File: config.mk
export PLATFORM = sky130hd
export DESIGN_NAME = sio_port
export DESIGN_NICKNAME = d
export VERILOG_FILES = /design/src/rtl/sio_pkg.sv /design/src/rtl/sio_clkgen.sv /design/src/rtl/sio_edge_sync.sv /design/src/rtl/sio_shifter.sv /design/src/rtl/sio_port.sv
export SDC_FILE = /design/constraint.sdc
export NUM_CORES = 1
export LEC_CHECK = 0
export ABC_CLOCK_PERIOD_IN_PS = 6900
export BUFFER_PORTS_ARGS = -buffer_cell sky130_fd_sc_hd__buf_2
export CAP_MARGIN = 15
export CORE_MARGIN = 1
export CORE_UTILIZATION = 45
export CTS_CLUSTER_SIZE = 25
export DETAILED_ROUTE_END_ITERATION = 8
export PLACE_DENSITY = 0.67
export REMOVE_ABC_BUFFERS = 1
export SLEW_MARGIN = 20
export SYNTH_ARGS = -nofsm -noshare
export SYNTH_HDL_FRONTEND = slang
export SYNTH_HIERARCHICAL = 1
export SYNTH_SLANG_ARGS = --single-unit
File: constraint.sdc
create_clock -name clk_i -period 6.9 [get_ports clk_i]
set_input_delay 1.38 -clock clk_i [delete_from_list [all_inputs] [get_ports clk_i]]
set_output_delay 1.38 -clock clk_i [all_outputs]
set_load 0.005 [all_outputs]
File: src/rtl/sio_pkg.sv
package sio_pkg;
  typedef enum logic [1:0] {
    REG_MODE = 2'd0,
    REG_DATA = 2'd1,
    REG_CTRL = 2'd2,
    REG_NONE = 2'd3
  } sio_reg_e;

  localparam int MODE_MASTER_BIT = 0;
  localparam int MODE_MSB_BIT    = 1;
  localparam int MODE_WIDE_BIT   = 2;
  localparam int MODE_DIV_LSB    = 4;
  localparam int CTRL_START_BIT  = 0;
  localparam int STAT_BUSY_BIT   = 0;
  localparam int STAT_DONE_BIT   = 1;
endpackage

File: src/rtl/sio_clkgen.sv
module sio_clkgen #(
  parameter int DIV_W = 4
) (
  input  logic             clk_i,
  input  logic             rst_ni,
  input  logic             run_i,
  input  logic [DIV_W-1:0] half_i,
  output logic             sck_o,
  output logic             rise_o,
  output logic             fall_o
);
  logic [DIV_W-1:0] cnt_q;
  logic             sck_q;
  logic             tick;

  assign tick   = run_i && (cnt_q == half_i);
  assign rise_o = tick && !sck_q;
  assign fall_o = tick && sck_q;
  assign sck_o  = sck_q;

  always_ff @(posedge clk_i or negedge rst_ni) begin
    if (!rst_ni) begin
      cnt_q <= '0;
      sck_q <= 1'b1;
    end else if (!run_i) begin
      cnt_q <= '0;
      sck_q <= 1'b1;
    end else if (tick) begin
      cnt_q <= '0;
      sck_q <= ~sck_q;
    end else begin
      cnt_q <= cnt_q + 1'b1;
    end
  end
endmodule

File: src/rtl/sio_edge_sync.sv
module sio_edge_sync #(
  parameter int STAGES = 2
) (
  input  logic clk_i,
  input  logic rst_ni,
  input  logic pin_i,
  output logic rise_o,
  output logic fall_o
);
  // STAGES synchroniser flops plus one history flop; idle level is high
  logic [STAGES:0] sync_q;

  always_ff @(posedge clk_i or negedge rst_ni) begin
    if (!rst_ni) sync_q <= '1;
    else         sync_q <= {sync_q[STAGES-1:0], pin_i};
  end

  assign rise_o = sync_q[STAGES-1] && !sync_q[STAGES];
  assign fall_o = !sync_q[STAGES-1] && sync_q[STAGES];
endmodule

File: src/rtl/sio_shifter.sv
module sio_shifter #(
  parameter int DATA_W  = 16,
  parameter int SHORT_W = 8
) (
  input  logic              clk_i,
  input  logic              rst_ni,
  input  logic              load_i,
  input  logic [DATA_W-1:0] load_data_i,
  input  logic              msb_first_i,
  input  logic              wide_i,
  input  logic              sample_i,
  input  logic              launch_i,
  input  logic              sin_i,
  output logic              sout_o,
  output logic              last_o,
  output logic [DATA_W-1:0] rx_word_o
);
  localparam int CNT_W = $clog2(DATA_W);
  localparam logic [CNT_W-1:0] LAST_LONG  = CNT_W'(DATA_W - 1);
  localparam logic [CNT_W-1:0] LAST_SHORT = CNT_W'(SHORT_W - 1);

  logic [DATA_W-1:0] sh_q;
  logic [CNT_W-1:0]  cnt_q;
  logic              sin_q;
  logic [DATA_W-1:0] sh_final;

  function automatic logic [DATA_W-1:0] shift_in(input logic [DATA_W-1:0] v,
                                                 input logic b,
                                                 input logic msb,
                                                 input logic wide);
    logic [DATA_W-1:0] r;
    r = v;
    if (msb) begin
      r = {v[DATA_W-2:0], b};
    end else if (wide) begin
      r = {b, v[DATA_W-1:1]};
    end else begin
      r[SHORT_W-2:0] = v[SHORT_W-1:1];
      r[SHORT_W-1]   = b;
    end
    return r;
  endfunction

  assign sout_o = msb_first_i ? (wide_i ? sh_q[DATA_W-1] : sh_q[SHORT_W-1]) : sh_q[0];
  assign last_o = sample_i && (cnt_q == (wide_i ? LAST_LONG : LAST_SHORT));

  // last bit goes straight from the pin into the word, skipping the sample latch
  assign sh_final  = shift_in(sh_q, sin_i, msb_first_i, wide_i);
  assign rx_word_o = wide_i ? sh_final : {{(DATA_W-SHORT_W){1'b0}}, sh_final[SHORT_W-1:0]};

  always_ff @(posedge clk_i or negedge rst_ni) begin
    if (!rst_ni) begin
      sh_q  <= '1;
      cnt_q <= '0;
      sin_q <= 1'b0;
    end else if (load_i) begin
      sh_q  <= load_data_i;
      cnt_q <= '0;
    end else if (sample_i) begin
      if (last_o) begin
        sh_q  <= sh_final;
        cnt_q <= '0;
      end else begin
        sin_q <= sin_i;
        cnt_q <= cnt_q + 1'b1;
      end
    end else if (launch_i && (cnt_q != '0)) begin
      sh_q <= shift_in(sh_q, sin_q, msb_first_i, wide_i);
    end
  end
endmodule

File: src/rtl/sio_port.sv
module sio_port
  import sio_pkg::*;
#(
  parameter int DATA_W  = 16,
  parameter int SHORT_W = 8,
  parameter int DIV_W   = 4,
  parameter int REG_W   = 16,
  parameter int SYNC_STAGES = 2
) (
  input  logic             clk_i,
  input  logic             rst_ni,
  input  logic             wr_en_i,
  input  logic [1:0]       wr_addr_i,
  input  logic [REG_W-1:0] wr_data_i,
  input  logic [1:0]       rd_addr_i,
  output logic [REG_W-1:0] rd_data_o,
  output logic             irq_o,
  input  logic             sck_i,
  output logic             sck_o,
  output logic             sck_oe_o,
  input  logic             sin_i,
  output logic             sout_o
);
  localparam int DIV_HI = MODE_DIV_LSB + DIV_W;

  logic              master_q, msb_q, wide_q, busy_q, done_q, irq_q;
  logic [DIV_W-1:0]  div_q;
  logic [DATA_W-1:0] tx_q, rx_q;

  logic mode_we, tx_we, start_req;
  logic m_sck, m_rise, m_fall, s_rise, s_fall;
  logic sample, launch, last_bit;
  logic [DATA_W-1:0] rx_word;
  logic unused_wr;

  assign unused_wr = ^{wr_data_i[REG_W-1:DIV_HI], wr_data_i[MODE_DIV_LSB-1:MODE_WIDE_BIT+1]};

  assign mode_we   = wr_en_i && (wr_addr_i == REG_MODE) && !busy_q;
  assign tx_we     = wr_en_i && (wr_addr_i == REG_DATA) && !busy_q;
  assign start_req = wr_en_i && (wr_addr_i == REG_CTRL) && wr_data_i[CTRL_START_BIT] && !busy_q;

  sio_clkgen #(.DIV_W(DIV_W)) u_clkgen (
    .clk_i  (clk_i),
    .rst_ni (rst_ni),
    .run_i  (busy_q && master_q),
    .half_i (div_q),
    .sck_o  (m_sck),
    .rise_o (m_rise),
    .fall_o (m_fall)
  );

  sio_edge_sync #(.STAGES(SYNC_STAGES)) u_sync (
    .clk_i  (clk_i),
    .rst_ni (rst_ni),
    .pin_i  (sck_i),
    .rise_o (s_rise),
    .fall_o (s_fall)
  );

  assign sample = busy_q && (master_q ? m_rise : s_rise);
  assign launch = busy_q && (master_q ? m_fall : s_fall);

  sio_shifter #(.DATA_W(DATA_W), .SHORT_W(SHORT_W)) u_shifter (
    .clk_i       (clk_i),
    .rst_ni      (rst_ni),
    .load_i      (start_req),
    .load_data_i (tx_q),
    .msb_first_i (msb_q),
    .wide_i      (wide_q),
    .sample_i    (sample),
    .launch_i    (launch),
    .sin_i       (sin_i),
    .sout_o      (sout_o),
    .last_o      (last_bit),
    .rx_word_o   (rx_word)
  );

  always_ff @(posedge clk_i or negedge rst_ni) begin
    if (!rst_ni) begin
      master_q <= 1'b0;
      msb_q    <= 1'b0;
      wide_q   <= 1'b0;
      div_q    <= '0;
    end else if (mode_we) begin
      master_q <= wr_data_i[MODE_MASTER_BIT];
      msb_q    <= wr_data_i[MODE_MSB_BIT];
      wide_q   <= wr_data_i[MODE_WIDE_BIT];
      div_q    <= wr_data_i[DIV_HI-1:MODE_DIV_LSB];
    end
  end

  always_ff @(posedge clk_i or negedge rst_ni) begin
    if (!rst_ni)    tx_q <= '0;
    else if (tx_we) tx_q <= wr_data_i[DATA_W-1:0];
  end

  always_ff @(posedge clk_i or negedge rst_ni) begin
    if (!rst_ni) begin
      busy_q <= 1'b0;
      done_q <= 1'b0;
      irq_q  <= 1'b0;
      rx_q   <= '0;
    end else begin
      irq_q <= 1'b0;
      if (start_req) begin
        busy_q <= 1'b1;
        done_q <= 1'b0;
      end else if (last_bit) begin
        busy_q <= 1'b0;
        done_q <= 1'b1;
        irq_q  <= 1'b1;
        rx_q   <= rx_word;
      end
    end
  end

  always_comb begin
    rd_data_o = '0;
    case (rd_addr_i)
      REG_MODE: begin
        rd_data_o[MODE_MASTER_BIT]         = master_q;
        rd_data_o[MODE_MSB_BIT]            = msb_q;
        rd_data_o[MODE_WIDE_BIT]           = wide_q;
        rd_data_o[DIV_HI-1:MODE_DIV_LSB]   = div_q;
      end
      REG_DATA: rd_data_o = REG_W'(rx_q);
      REG_CTRL: begin
        rd_data_o[STAT_BUSY_BIT] = busy_q;
        rd_data_o[STAT_DONE_BIT] = done_q;
      end
      default: rd_data_o = '0;
    endcase
  end

  assign irq_o    = irq_q;
  assign sck_o    = master_q ? m_sck : 1'b1;
  assign sck_oe_o = master_q;
endmodule

==> out/metrics.csv, run 1 <==
stage,metric,value,unit
grt,initial antenna violation count,0,
cts,CTS buffer count,9,
worst_setup_path,R2R Path End,rx_q[8],
synthesis,Synth Warn #,6,
worst_setup_path,CP Capture Type,primary output,
cts,clock sinks,71,
synthesis,syn avg cell area,11.61,um^2
route,first-pass iteration count of the detailed router,4,
cells_and_area,final antenna diode count,0,
cts,Post-CTS Hold Buffers,0,
route,Routed WL,7319,um
floorplanning,I/O pin count,45,
grt,vias in the first global route,2504,
timing,pins over their slew limit,0,
route,Wirelength per Cell,15.47,um
synthesis,Seq cells post-synth,71,
worst_setup_path,Critical Path Most Common Cell,buf_2,
synthesis,Post-synth EDFFs,0,
power_and_ir_drop,Net Sw Power,604.5,uW
synthesis,"top cells by count, synth","51 x dfrtp_1, 32 x mux2i_1, 31 x mux2_2, 22 x nand2_1, 20 x dfstp_2",
timing,Final Hold Vio Count,0,
worst_hold_path,Hold Path End,u_sync/sync_q[1],
synthesis,Post-Syn Instances,323,
route,Vias,2526,
route,Routed Antenna Nets,0,
cells_and_area,share of cells above drive strength 1,36.93,%
timing,Worst Hold Slack,0.3584,ns
place,RePlAce Congestion,0.8360,
timing,RSZ-0062 raised after global routing,no,
cts,Max clock buf depth,2,
floorplanning,initial core utilization,47.56,%
floorplanning,core box area,0.007888,mm^2
power_and_ir_drop,Pleak,1.955,nW
timing,fin crit share,57.69,%
route,drt drc,0,
power_and_ir_drop,power share of the sequential group,43.3,%
worst_hold_path,HP Class,reg2reg,
cells_and_area,fin area,0.004285,mm^2
cts,H-tree depth,3,
cts,CTS root buf,clkbuf_8,
flow_run,Max Cap Viol,0,
power_and_ir_drop,sw frac,33.44,%
place,dpl cells,457,
power_and_ir_drop,clock share of power,22.4,%
floorplanning,Row Count,32,
power_and_ir_drop,Worst VDD drop,0.1703,mV
worst_setup_path,"critical path fanouts, max",11,
grt,total global routing overflow,0,
cells_and_area,Area Growth Syn to Fin,14.24,%
timing,post-route setup TNS,0,ns
worst_setup_path,Crit path arrival time,2.60,ns
cts,clock-pin slew on the worst setup and hold paths,0.08,ns
synthesis,Post-synth top flop,dfrtp_1,
cts,CTS tree,done,
grt,all-layer global routing usage,18.89,%
worst_setup_path,crit path kind,in2out,
worst_setup_path,Worst EP required,5.52,ns
route,Avg Vias per Cell,5.340,
timing,Fmax,0.2512,GHz
cells_and_area,fin nets,394,
floorplanning,die area,0.008705,mm^2
timing,Final min period,3.981,ns
worst_setup_path,Reg2Reg Setup Slack,3.71,ns
worst_setup_path,R2R depth,10,
cts,post-CTS setup buffers,0,
synthesis,Mapped Area,0.003751,mm^2
route,1st-iter DRT viols,91,
synthesis,post-synthesis cell type count,54,
power_and_ir_drop,Internal Power,1.203,mW
power_and_ir_drop,Gate power share,34.3,%
place,placed instance area,0.004041,mm^2
power_and_ir_drop,PD cells,421.9,mW/mm^2
worst_setup_path,"Critical Path, Cell by Cell","buf_2, nor2b_1, nand2_1, o21ai_0, buf_2",
synthesis,Synth top area share,34.02,%
timing,Slew headroom,37.49,%
synthesis,Yosys top cell by area,dfrtp_1,
worst_setup_path,Setup crit start kind,input port,
timing,fin worst setup slack,2.919,ns
worst_hold_path,worst min-delay path startpoint,u_sync/sync_q[0],
cts,Clock Latency Late Sink,0.35,ns
worst_setup_path,CP peak stage delay,0.67,ns
synthesis,largest cells by area after synthesis,"dfrtp_1 34%, dfstp_2 14%, mux2_2 9.3%, mux2i_1 8.5%, mux2_1 2.7%",
grt,global-route wire length before repair,12570,um
place,IO buf count,44,
run_status,status,finished clean,
floorplanning,Die H,93.30,um
timing,count of final setup violators,0,
worst_hold_path,Hold Path Depth,0,
worst_setup_path,RR Startpoint,div_q[3],
synthesis,asr flop ratio synth,100.0,%
cts,post-CTS sizing,0,
worst_setup_path,crit path max-delay cell type,nor2b_1,
synthesis,"Seq/Total Area, Yosys",48.03,%
timing,final setup skew,0.01092,ns
grt,largest net degree at the start of global routing,72,
floorplanning,die width,93.30,um
synthesis,"count leader, synth",dfrtp_1,
cells_and_area,final core occ,54.33,%
place,DP Worst Slack,2.833,ns
power_and_ir_drop,Power Total,1.808,mW
cells_and_area,final non-filler cell total,473,
timing,Slew @ Worst Pin,0.9367,ns
place,Final HPWL DP,4884,um
[area by class of cell]
class | count | area [um^2]
multi-input combinational | 221 | 1809
sequential | 71 | 1802
clock inverter | 7 | 120.1
inverter | 16 | 60.06
fill | 707 | 3602
timing repair buffer | 47 | 242.7
clock buffer | 9 | 123.9
tap | 102 | 127.6
[worst max path at each step]
stage,start,to,slack [ns],cells past startpoint
6_report,rd_addr_i[0],rd_data_o[0],2.92,5
3_3_place_gp,rd_addr_i[0],rd_data_o[0],2.87,5
4_1_cts,rd_addr_i[0],rd_data_o[1],2.83,5
5_1_grt,rd_addr_i[0],rd_data_o[1],2.78,5
2_1_floorplan,wr_data_i[0],u_shifter/sh_q[7],3.53,6
3_5_place_dp,rd_addr_i[0],rd_data_o[1],2.83,5
[registers in the layout, summed over array words and instances, names as in the netlist]
signal,flops
u_sync/sync_q,3
done_q,1
u_shifter/sh_q,16
u_shifter/cnt_q,4
wide_q,1
sck_oe_o,1
busy_q,1
tx_q,16
irq_o,1
div_q,4
u_shifter/sin_q,1
u_clkgen/sck_o,1
rx_q,16
u_clkgen/cnt_q,4
msb_q,1
[per-layer routing]
metal,routed length [um],track usage [%],vias up
met5,0,0,-
met1,3577,25.97,1266
met3,236,3.659,4
met4,58,5.769,0
met2,3448,30.21,37
li1,-,-,1219
[cell usage in the layout, fill, tap and decap left out, types with 4 or more instances in the layout]
| cell type | synthesis | final |
|---|---|---|
| a21oi_1 | 5 | 5 |
| and2_1 | 10 | 10 |
| buf_2 | 7 | 44 |
| clkbuf_8 | 0 | 9 |
| dfrtp_1 | 51 | 51 |
| dfstp_2 | 20 | 20 |
| inv_1 | 16 | 16 |
| mux2_1 | 9 | 9 |
| mux2_2 | 31 | 31 |
| mux2i_1 | 32 | 32 |
| nand2_1 | 22 | 22 |
| nand2b_1 | 9 | 9 |
| nand3_1 | 4 | 4 |
| nor2_1 | 14 | 14 |
| nor2b_1 | 11 | 11 |
| o21ai_0 | 14 | 14 |
| o221a_2 | 4 | 4 |
| o32a_1 | 7 | 7 |
| xnor2_1 | 4 | 4 |
[critical path, delay by kind of cell]
family / cells / cell delay [ns]
compound gates: 1 / 0.11
simple gates: 2 / 0.77
buf+inv: 2 / 0.34
[power by group through the flow]
stage          clock network, mW  logic [mW]  registers (mW)
4_1_cts                    0.414       0.626           0.783
6_report                   0.405       0.621           0.782
3_3_place_gp                   0       0.612           0.784
5_1_grt                    0.432       0.701           0.812
3_5_place_dp                   0       0.621           0.789
2_1_floorplan                  0       0.488           0.747
[cells by family after synthesis]
family / Yosys count / synth area share (%)
muxes: 74 / 21.35
and+or+nand+nor: 90 / 13.78
buffers and inverters: 31 / 3.736
xor gates and xnor gates: 9 / 2.502
AOI/OAI and AO/OA: 45 / 9.607
DFF: 71 / 48.03
adders and majority gates: 3 / 1.001
(Power assumes the default switching activity.)
==> inputs of run 2 (changes only) <==
--- a/config.mk
+++ b/config.mk
@@ -5,7 +5,8 @@
 export SDC_FILE = /design/constraint.sdc
 export NUM_CORES = 1
 export LEC_CHECK = 0
-export ABC_CLOCK_PERIOD_IN_PS = 6900
+export ABC_AREA = 1
+export ABC_CLOCK_PERIOD_IN_PS = 4100
 export BUFFER_PORTS_ARGS = -buffer_cell sky130_fd_sc_hd__buf_2
 export CAP_MARGIN = 15
 export CORE_MARGIN = 1
==> constraint.sdc (replaced) <==
create_clock -name clk_i -period 4.1 [get_ports clk_i]
set_input_delay 0.82 -clock clk_i [delete_from_list [all_inputs] [get_ports clk_i]]
set_output_delay 0.82 -clock clk_i [all_outputs]
set_load 0.005 [all_outputs]
==> out/metrics.csv, run 2 <==
stage,metric,value,unit,change
synthesis,"top cells by count, synth","219 x nand2_1, 70 x inv_1, 51 x dfrtp_1, 50 x nand3_1, 38 x o21ai_0",,
run_status,status,finished clean,,
cts,CTS buffer count,9,,unchanged
worst_setup_path,Crit path arrival time,2.94,ns,+0.34 ns
route,drt drc,0,,unchanged
timing,post-route setup TNS,0,ns,unchanged
cts,clock sinks,71,,unchanged
worst_setup_path,crit path kind,reg2reg,,
route,Routed WL,9131,um,+25%
cts,post-CTS sizing,0,,unchanged
synthesis,Post-synth EDFFs,0,,unchanged
synthesis,post-synthesis cell type count,34,,-37%
timing,Slew @ Worst Pin,0.8014,ns,-0.1353 ns
power_and_ir_drop,Worst VDD drop,0.3350,mV,+97%
cts,clock-pin slew on the worst setup and hold paths,0.08,ns,about the same
floorplanning,die area,0.009381,mm^2,+7.8%
power_and_ir_drop,Pleak,2.491,nW,+27%
timing,pins over their slew limit,0,,unchanged
cells_and_area,"commonest non-fill, non-tap cell in the layout",nand2_1,,
synthesis,largest cells by area after synthesis,"dfrtp_1 32%, nand2_1 20%, dfstp_2 13%, inv_1 6.5%, nand3_1 6.2%",,
flow_run,Max Cap Viol,0,,unchanged
cells_and_area,Regs by FF count,"rx_q: 16 flops, tx_q: 16 flops, u_shifter/sh_q: 16 flops",,
worst_setup_path,crit path buf inv count,3,,+1
cells_and_area,share of cells above drive strength 1,19.57,%,-17 points
place,Final HPWL DP,6372,um,+30%
cts,Post-CTS Hold Buffers,0,,unchanged
cts,post-CTS setup buffers,0,,unchanged
place,IO buf count,44,,unchanged
floorplanning,Row Count,34,,+6.3%
synthesis,"count leader, synth",nand2_1,,
cts,CTS root buf,clkbuf_8,,
synthesis,Mapped Area,0.004049,mm^2,+7.9%
grt,vias in the first global route,3377,,+35%
cts,H-tree depth,3,,unchanged
timing,RSZ-0062 raised after global routing,no,,
worst_setup_path,Setup crit start kind,register,,
worst_setup_path,Critical Path Most Common Cell,nand2_1,,
floorplanning,initial core utilization,46.43,%,-1.1 points
route,first-pass iteration count of the detailed router,4,,unchanged
timing,Final Hold Vio Count,0,,unchanged
floorplanning,core box area,0.008721,mm^2,+11%
timing,Fmax,0.3702,GHz,
cells_and_area,Area Growth Syn to Fin,11.09,%,
worst_setup_path,CP top delay family,simple AND/OR/NAND/NOR gates,,
cells_and_area,final non-filler cell total,716,,+51%
floorplanning,die width,96.86,um,+3.8%
grt,initial antenna violation count,0,,unchanged
timing,count of final setup violators,0,,unchanged
grt,global-route wire length before repair,15930,um,+27%
worst_setup_path,CP Capture Type,register,,
worst_hold_path,HP Class,reg2reg,,
floorplanning,I/O pin count,45,,unchanged
cells_and_area,final antenna diode count,0,,unchanged
cells_and_area,FF+latch area,0.001802,mm^2,unchanged
cells_and_area,Layout fillers,852,,+21%
worst_setup_path,Worst EP required,4.33,ns,-1.19 ns
place,RePlAce Congestion,0.8672,,+3.7%
worst_setup_path,CP peak stage delay,0.46,ns,-0.21 ns
worst_setup_path,crit path max-delay cell type,inv_1,,
cts,Clock Latency Late Sink,0.35,ns,about the same
synthesis,Yosys top cell by area,dfrtp_1,,
synthesis,asr flop ratio synth,100.0,%,unchanged
place,dpl cells,700,,+53%
worst_setup_path,"Critical Path, Cell by Cell","inv_1, nand2_1, nand2_1, nor2_2, nand3_1, nor2_1, nor2_1, nor2_1, buf_4, nand2_1, nor2_2, nand2_2, inv_1, nand2_4, nand2_1, nand2_1",,
synthesis,"Seq/Total Area, Yosys",44.50,%,-3.5 points
timing,fin crit share,65.88,%,
timing,Slew headroom,46.58,%,+9.1 points
timing,final setup skew,0.01160,ns,+0.0006714 ns
worst_setup_path,"critical path fanouts, max",19,,+8
synthesis,Post-synth top flop,dfrtp_1,,
route,1st-iter DRT viols,237,,+160%
cells_and_area,footprint of the multi-input gates,0.001824,mm^2,+0.83%
route,Vias,3518,,+39%
cts,CTS tree,done,,
route,Avg Vias per Cell,4.913,,-8.0%
synthesis,Synth Warn #,6,,unchanged
power_and_ir_drop,PD cells,671.9,mW/mm^2,+59%
grt,total global routing overflow,0,,unchanged
timing,Final min period,2.701,ns,
grt,largest net degree at the start of global routing,33,,-54%
route,Routed Antenna Nets,0,,unchanged
synthesis,Seq cells post-synth,71,,unchanged
synthesis,Synth top area share,31.52,%,-2.5 points
cells_and_area,fin nets,631,,+60%
grt,all-layer global routing usage,20.95,%,+2.1 points
floorplanning,Die H,96.86,um,+3.8%
synthesis,syn avg cell area,7.166,um^2,-38%
synthesis,Post-Syn Instances,565,,+75%
cts,Max clock buf depth,2,,unchanged
cells_and_area,"commonest non-fill, non-tap cells in the layout","219 x nand2_1, 70 x inv_1, 51 x dfrtp_1, 50 x nand3_1, 44 x buf_2",,
route,Wirelength per Cell,12.75,um,-18%
==> run 2: changes by cell type after synthesis, sizes merged, moves of 25 or more <==
cell | previous run | this run
inv | 16 | 75
mux2i | 32 | 0
nand3 | 4 | 55
mux2 | 42 | 0
nand2 | 23 | 230
nor2 | 14 | 39
o21ai | 14 | 45
==> run 2: metrics by stage <==
step / instance area (um^2) / utilization [%] / hold slack (ns) / setup WS, ns / total power, mW
2_1_floorplan: 3914 / - / 0.3452 / 1.648 / 2.098
3_3_place_gp: 4299 / 49.30 / 0.3517 / 1.444 / 2.426
3_5_place_dp: 4299 / 49.30 / 0.3517 / 1.422 / 2.458
4_1_cts: 4498 / 51.58 / 0.3629 / 1.394 / 3.032
5_1_grt: 4498 / 51.58 / 0.3630 / 1.071 / 3.293
6_report: 4498 / 51.58 / 0.3606 / 1.399 / 3.022
==> run 2: where the power goes <==
group	switching [mW]	internal (mW)	leakage, nW
Combinational	0.792	0.428	1.52
Clock	0.267	0.298	0.103
Sequential	0.238	0.999	0.872
==> run 2: kinds of logic after synthesis <==
kind of cell	share of synthesized area [%]
adders and majority gates	0.9272
AOI/OAI and AO/OA	8.189
DFF	44.50
buffers and inverters	10.44
xor gates and xnor gates	0.6491
and+or+nand+nor	35.29
==> run 2: metal layers <==
metal	routed length, um	up-vias	track usage, %
met4	160	0	8.152
met2	4056	87	32.07
met1	4490	1597	30.00
li1	-	1822	-
met5	0	-	0
met3	423	12	2.962
==> run 2: layout make-up <==
cell class / count / share of cell area, %
clock buffer: 11 / 3.143
inverter: 76 / 6.398
sequential: 71 / 40.06
multi-input combinational: 397 / 40.56
clock inverter: 5 / 1.280
tap: 108 / 3.004
timing repair buffer: 48 / 5.563
==> run 2: worst paths after layout <==
path / start / to / slack (ns) / cells past startpoint
worst max-delay path: div_q[0] / rx_q[9] / 1.40 / 16
worst min-delay path: u_sync/sync_q[0] / u_sync/sync_q[1] / 0.36 / 0
worst max register to register: div_q[0] / rx_q[9] / 1.40 / 16
worst min register to register: u_sync/sync_q[0] / u_sync/sync_q[1] / 0.36 / 0
max in group asynchronous: rst_ni / u_sync/sync_q[0] / 2.76 / 2
min in group asynchronous: rst_ni / rx_q[10] / 0.50 / 1
==> run 2: worst reg2reg max path, cell delays in order, from the launching register on <==
cell and delay [ns]:
dfrtp_1 0.42, inv_1 0.07, nand2_1 0.07, nand2_1 0.07
nor2_2 0.13, nand3_1 0.13, nor2_1 0.10, nor2_1 0.05
nor2_1 0.12, buf_4 0.22, nand2_1 0.08, nor2_2 0.12
nand2_2 0.11, inv_1 0.46, nand2_4 0.24, nand2_1 0.13
nand2_1 0.05
